===== src/rtl/scl_wave_pkg.sv =====
package scl_wave_pkg;

    parameter int DIV_W   = 8;
    parameter int EXP_W   = 3;
    parameter int HOLD_W  = 5;
    parameter int CFG_W   = 32;
    parameter int OVERHEAD = 3;

    // bit positions inside the configuration word
    parameter int LO_LSB   = 0;
    parameter int HI_LSB   = 8;
    parameter int EXP_LSB  = 16;
    parameter int HOLD_LSB = 24;

    localparam int CNT_W = DIV_W + (2 ** EXP_W) - 1 + 1;

    typedef struct packed {
        logic [HOLD_W-1:0] hold;
        logic [EXP_W-1:0]  expo;
        logic [DIV_W-1:0]  hi_div;
        logic [DIV_W-1:0]  lo_div;
    } wave_cfg_t;

    typedef enum logic [1:0] {
        PH_IDLE = 2'd0,
        PH_LOW  = 2'd1,
        PH_HIGH = 2'd2
    } phase_e;

    function automatic wave_cfg_t unpack_cfg(input logic [CFG_W-1:0] w);
        wave_cfg_t c;
        c.lo_div = w[LO_LSB +: DIV_W];
        c.hi_div = w[HI_LSB +: DIV_W];
        c.expo   = w[EXP_LSB +: EXP_W];
        c.hold   = w[HOLD_LSB +: HOLD_W];
        return c;
    endfunction

endpackage


===== src/rtl/scl_phase_len.sv =====
module scl_phase_len #(
    parameter int DIV_W    = 8,
    parameter int EXP_W    = 3,
    parameter int CNT_W    = 16,
    parameter int OVERHEAD = 3
) (
    input  logic [DIV_W-1:0] div_i,
    input  logic [EXP_W-1:0] exp_i,
    output logic [CNT_W-1:0] len_o
);
    localparam int PAD_W = CNT_W - DIV_W;

    logic [CNT_W-1:0] scaled;

    always_comb begin
        scaled = {{PAD_W{1'b0}}, div_i} << exp_i;
        len_o  = scaled + CNT_W'(OVERHEAD);
    end
endmodule


===== src/rtl/scl_hold_point.sv =====
module scl_hold_point #(
    parameter int HOLD_W   = 5,
    parameter int CNT_W    = 16,
    parameter int OVERHEAD = 3
) (
    input  logic [HOLD_W-1:0] hold_i,
    input  logic [CNT_W-1:0]  low_len_i,
    output logic [CNT_W-1:0]  point_o
);
    logic [CNT_W-1:0] raw;

    always_comb begin
        raw = CNT_W'(hold_i) + CNT_W'(OVERHEAD);
        // clamp into the low phase so the strobe is never lost
        if (raw >= low_len_i) point_o = low_len_i - CNT_W'(1);
        else                  point_o = raw;
    end
endmodule


===== src/rtl/scl_wave_gen.sv =====
module scl_wave_gen
    import scl_wave_pkg::*;
(
    input  logic             clk,
    input  logic             rst_n,
    input  logic             run_i,
    input  logic             stall_i,
    input  logic [CFG_W-1:0] cfg_i,
    output logic             scl_o,
    output logic             fall_stb_o,
    output logic             sda_stb_o,
    output logic             rise_stb_o,
    output logic             mid_stb_o
);
    localparam int NPH = 2; // 0 = low phase, 1 = high phase

    typedef struct packed {
        phase_e           phase;
        logic [CNT_W-1:0] cnt;
        wave_cfg_t        shadow;
    } gen_st_t;

    gen_st_t st_d, st_q;

    wave_cfg_t        cfg_in;
    logic [CNT_W-1:0] len_w [NPH];
    logic [CNT_W-1:0] hold_pt;
    logic [CNT_W-1:0] half_hi;
    logic             low_end, high_end;

    assign cfg_in = unpack_cfg(cfg_i);

    for (genvar g = 0; g < NPH; g++) begin : g_len
        scl_phase_len #(
            .DIV_W   (DIV_W),
            .EXP_W   (EXP_W),
            .CNT_W   (CNT_W),
            .OVERHEAD(OVERHEAD)
        ) u_len (
            .div_i(g == 0 ? st_q.shadow.lo_div : st_q.shadow.hi_div),
            .exp_i(st_q.shadow.expo),
            .len_o(len_w[g])
        );
    end

    scl_hold_point #(
        .HOLD_W  (HOLD_W),
        .CNT_W   (CNT_W),
        .OVERHEAD(OVERHEAD)
    ) u_hold (
        .hold_i   (st_q.shadow.hold),
        .low_len_i(len_w[0]),
        .point_o  (hold_pt)
    );

    assign half_hi  = len_w[1] >> 1;
    assign low_end  = (st_q.cnt == len_w[0] - CNT_W'(1));
    assign high_end = (st_q.cnt == len_w[1] - CNT_W'(1));

    always_comb begin
        st_d = st_q;
        unique case (st_q.phase)
            PH_IDLE: begin
                if (run_i) begin
                    st_d.phase  = PH_LOW;
                    st_d.cnt    = '0;
                    st_d.shadow = cfg_in;
                end
            end
            PH_LOW: begin
                if (low_end) begin
                    st_d.phase = PH_HIGH;
                    st_d.cnt   = '0;
                end else begin
                    st_d.cnt = st_q.cnt + CNT_W'(1);
                end
            end
            PH_HIGH: begin
                if (!stall_i) begin
                    if (high_end) begin
                        st_d.cnt = '0;
                        if (run_i) begin
                            st_d.phase  = PH_LOW;
                            st_d.shadow = cfg_in;
                        end else begin
                            st_d.phase = PH_IDLE;
                        end
                    end else begin
                        st_d.cnt = st_q.cnt + CNT_W'(1);
                    end
                end
            end
            default: st_d.phase = PH_IDLE;
        endcase
    end

    always_ff @(posedge clk or negedge rst_n) begin
        if (!rst_n) begin
            st_q <= '{phase: PH_IDLE, cnt: '0, shadow: '0};
        end else begin
            st_q <= st_d;
        end
    end

    always_comb begin
        scl_o      = (st_q.phase != PH_LOW);
        fall_stb_o = (st_q.phase == PH_LOW)  && (st_q.cnt == '0);
        sda_stb_o  = (st_q.phase == PH_LOW)  && (st_q.cnt == hold_pt);
        rise_stb_o = (st_q.phase == PH_HIGH) && (st_q.cnt == '0) && !stall_i;
        mid_stb_o  = (st_q.phase == PH_HIGH) && (st_q.cnt == half_hi) && !stall_i;
    end

    AST_STROBES_ONEHOT: assert property (@(posedge clk) disable iff (!rst_n)
        $onehot0({fall_stb_o, sda_stb_o, rise_stb_o, mid_stb_o}));

    AST_FALL_FROM_HIGH: assert property (@(posedge clk) disable iff (!rst_n)
        fall_stb_o |-> $past(scl_o));

    AST_SDA_IN_LOW: assert property (@(posedge clk) disable iff (!rst_n)
        sda_stb_o |-> !scl_o);

    AST_MID_IN_HIGH: assert property (@(posedge clk) disable iff (!rst_n)
        mid_stb_o |-> scl_o);

    AST_STALL_HOLDS: assert property (@(posedge clk) disable iff (!rst_n)
        (st_q.phase == PH_HIGH && stall_i) |=>
            (st_q.phase == PH_HIGH && st_q.cnt == $past(st_q.cnt)));

    AST_CFG_ONLY_AT_FALL: assert property (@(posedge clk) disable iff (!rst_n)
        !fall_stb_o |-> $stable(st_q.shadow));

    AST_LOW_IGNORES_STALL: assert property (@(posedge clk) disable iff (!rst_n)
        (st_q.phase == PH_LOW && !low_end) |=> (st_q.cnt == $past(st_q.cnt) + CNT_W'(1)));

endmodule


===== config.mk =====
export PLATFORM = sky130hd
export DESIGN_NAME = scl_wave_gen
export DESIGN_NICKNAME = d
export VERILOG_FILES = /design/src/rtl/scl_wave_pkg.sv /design/src/rtl/scl_phase_len.sv /design/src/rtl/scl_hold_point.sv /design/src/rtl/scl_wave_gen.sv
export SDC_FILE = /design/constraint.sdc
export NUM_CORES = 1
export LEC_CHECK = 0
export BUFFER_PORTS_ARGS = -buffer_cell sky130_fd_sc_hd__buf_2
export CAP_MARGIN = 0
export CORE_UTILIZATION = 32
export DETAILED_ROUTE_END_ITERATION = 8
export PLACE_DENSITY = 0.44
export SLEW_MARGIN = 40
export SYNTH_ARGS = -nofsm -noshare
export SYNTH_HDL_FRONTEND = slang
export SYNTH_HIERARCHICAL = 1
export SYNTH_SLANG_ARGS = --single-unit

===== constraint.sdc =====
create_clock -name clk -period 5.35 [get_ports clk]
set_input_delay 1.07 -clock clk [delete_from_list [all_inputs] [get_ports clk]]
set_output_delay 1.07 -clock clk [all_outputs]
set_load 0.01 [all_outputs]

==> impl_results.md <==
* CTS sink cnt at 42
* First-pass GRT wire length at ~27000 um
* Average wire per standard cell at between 15 and 20 um
* Post-DRT Antenna Nets at 0
* Post-synthesis sequential area ratio at a little under a fifth
* Area grow syn2layout at 10.3%
* Most frequent cell after synthesis: nand2_1
* CTS Buffer Depth at 2
* Worst hold path type: register to register
* Data arrival, critical path at slightly above 4 ns
* Root Driver: clkbuf_16
* Top Ports at around 40
* Die H at around 140 um
* Max Transition Viols Final at 0
* GRT overflow at 0
* Warnings from Yosys at 6
* Drt drc at 0
* Layout cells sized above 1 at ~19%
* Setup crit end kind: primary output
* Setup WS pre-CTS at 0.257 ns
* Min cycle time layout at slightly above 5 ns
* Commonest cells post-synth: nand2_1, nor2_1, xnor2_1, dfrtp_1, xor2_1
* Synth area leader: dfrtp_1
* Number of synthesized register bits at 42
* CP max-delay cell: dfrtp_2
* Largest register FFs at 42
* Layout Skew at 0.00939 ns
* Worst setup margin at between 0.2 and 0.25 ns
* Worst Path Max Fanout at 7
* Synth Flop Type: dfrtp_1
* Worst rel slew slack at approximately 44%
* Avg Vias per Cell at between 5 and 6
* CP delay by family, top: simple AND/OR/NAND/NOR gates
* # setup viols final at 0
* Number of detailed-route iterations in the first pass at 4
* Total number of vias at 5185
* Largest registers: st_q x42
* Top-area cell type share of the netlist area at a little under a fifth
* WP buf/inv at 3
* Total CTS buffers at 5
* CP Class: register to primary output
* CP Cell Sequence: and2b_2, nand2_1, ha_1, a31oi_4, xor2_1, a22o_1, inv_1, ha_1, o211ai_1, o21ai_2, nand4_4, buf_4, mux2_2, xor2_1, nor3_1, nand4_1, nor3_1, buf_2
* Number of synthesized flops with an enable pin at 0
* F_max at about 200 MHz
* Biggest register: st_q
* Hold Fails Final Rpt at 0
* Total Wirelength at 16500 um
* Antenna cell count at 0
* FP Rows at 48
* Worst endpoint required time at between 4 and 5 ns
* Util after Layout at a little over a third
* Distinct cell type count after synthesis at 83
* Worst skew pair latency at 0.29 ns
* Htree depth at 2
* Mapped cell area at around 5700 um^2
* All-Layer GR Usage at 18.7%
* Die area at 18500 um^2
* P_leak at around 2.5 nW
* Slew @ Worst Pin at 0.830 ns
* Initial antenna violation count at 0
* Largest net degree at the start of global routing at 43
* CTS tree: built
* Syn Area/Cell at a little over 8 um^2
* Hpwl dp at ~12000 um
* Post-synth net total at 745
* Core Area at 17400 um^2
* Status: complete, no violations
* Initial DRC count at between 300 and 400
* PortBufs at 32
* Worst VDD drop at just under 0.1 mV
* Synth area leaders: dfrtp_1, xnor2_1, xor2_1, mux2_4, mux2i_1
* Vias in the first global route at ~5000
* Setup TNS at 0 ns
* Synth async-reset ratio at 100%
* Final Cycle Share at between 90% and 100%
* Clock transition at path regs at about 0.070 ns
* Die W at 136 um
* Initial Util at between 30% and 40%
* Fin nets at 765
* Mapped Cells at 691
* Max_cap viols at 0
* Gpl congestion at 0.842
* PD cells at 106 nW/um^2
* CP startpoint kind: register
* Max stage delay on crit path at around 0.46 ns
path summary, 6_finish.rpt:
kind,from,to,slack (ns),cells past startpoint
min in group asynchronous,rst_n,st_q[16]$_DFFE_PN0P_,0.77,1
worst max register to register,st_q[17]$_DFFE_PN0P_,st_q[14]$_DFFE_PN0P_,0.49,15
worst min-delay path,st_q[20]$_DFFE_PN0P_,st_q[20]$_DFFE_PN0P_,0.55,1
worst max-delay path,st_q[16]$_DFFE_PN0P_,sda_stb_o,0.23,18
worst min register to register,st_q[20]$_DFFE_PN0P_,st_q[20]$_DFFE_PN0P_,0.55,1
max in group asynchronous,rst_n,st_q[17]$_DFFE_PN0P_,4.15,1
cell usage in the layout (no fill, tap or decap), drive strengths merged, types with 4 or more instances in the layout:
cell type and instances:
nor2b 10, nand3b 4, o211ai 7, mux2 35, nor4 20, nor2 53
nor3 33, or4 6, nand4 10, o31ai 13, a211oi 10, a21oi 21
a31oi 6, inv 30, or3 5, nand3 24, dfrtp 42, nand2b 9
mux2i 26, a22oi 5, nor3b 7, clkbuf 7, and2 12, ha 18
and3 4, o2111ai 6, mux4 4, buf 62, xnor2 49, xor2 42
o21ai 16, nand2 57, nand4b 8
metrics by stage:
step	power, W	cell area, um^2	cells	hold slack [ns]
2_1_floorplan	0.000333	5740	691	0.499
3_3_place_gp	0.000350	6110	925	0.530
3_5_place_dp	0.000351	6120	925	0.543
4_1_cts	0.000678	6280	933	0.556
5_1_grt	0.000689	6330	937	0.584
6_report	0.000671	6330	937	0.555
per-layer routing:
metal  vias to the layer above  part of all wire [%]  GRT usage, %
met4                         0                   2.0          5.68
li1                       2560                     -             -
met3                        21                   4.0          2.31
met2                       117                    45          30.0
met5                         -                     0             0
met1                      2487                    49          25.9
kinds of logic (layout without fill, tap and decap cells):
family / count (synthesis) / in the layout / synth area share [%]
fa+ha+maj: 18 / 18 / 3.92
buf+inv: 79 / 100 / 7.04
simple gates: 275 / 275 / 26.7
compound gates: 119 / 119 / 15.7
flops: 42 / 42 / 18.3
other cells: 2 / 2 / 0.131
mux: 65 / 65 / 14.3
xor+xnor: 91 / 91 / 13.9
cell type report:
cell class | instances | area, um^2
Fill cell | 1866 | 11100
Multi-Input combinational cell | 570 | 4330
Sequential cell | 42 | 1050
Timing Repair Buffer | 62 | 413
Tap cell | 225 | 282
Clock buffer | 7 | 143
Inverter | 30 | 113
Clock inverter | 1 | 5.00
where the power goes:
group / internal [W] / switching, W / total [W] / leakage, nW
logic: 0.0000128 / 0.0000161 / 0.0000289 / 1.86
registers: 0.000317 / 0 / 0.000317 / 0.559
clock network: 0.000186 / 0.000139 / 0.000324 / 0.0739
total: 0.000516 / 0.000155 / 0.000671 / 2.49
worst reg2reg max path: cells and delay by family (launching register included):
| kind | cells | cell delay (ns) |
|---|---|---|
| AO/OA/AOI/OAI | 6 | 1.79 |
| AND/OR/NAND/NOR | 4 | 1.04 |
| buffers and inverters | 2 | 0.52 |
| flip-flops | 1 | 0.51 |
| multiplexers | 1 | 0.39 |
| XOR/XNOR | 1 | 0.26 |
| adder cells (fa/ha/maj) | 1 | 0.23 |
timing repair:
| item | 4_1_cts | 5_1_grt |
|---|---|---|
| endpoints found under the setup margin | 1 | 1 |
| buffers inserted | 0 | 4 |
| pin swaps | 0 | 1 |
| gates resized for setup | 3 | 5 |
| hold buffers | 0 | 0 |
Note: power is estimated with default switching activity, not from simulation.
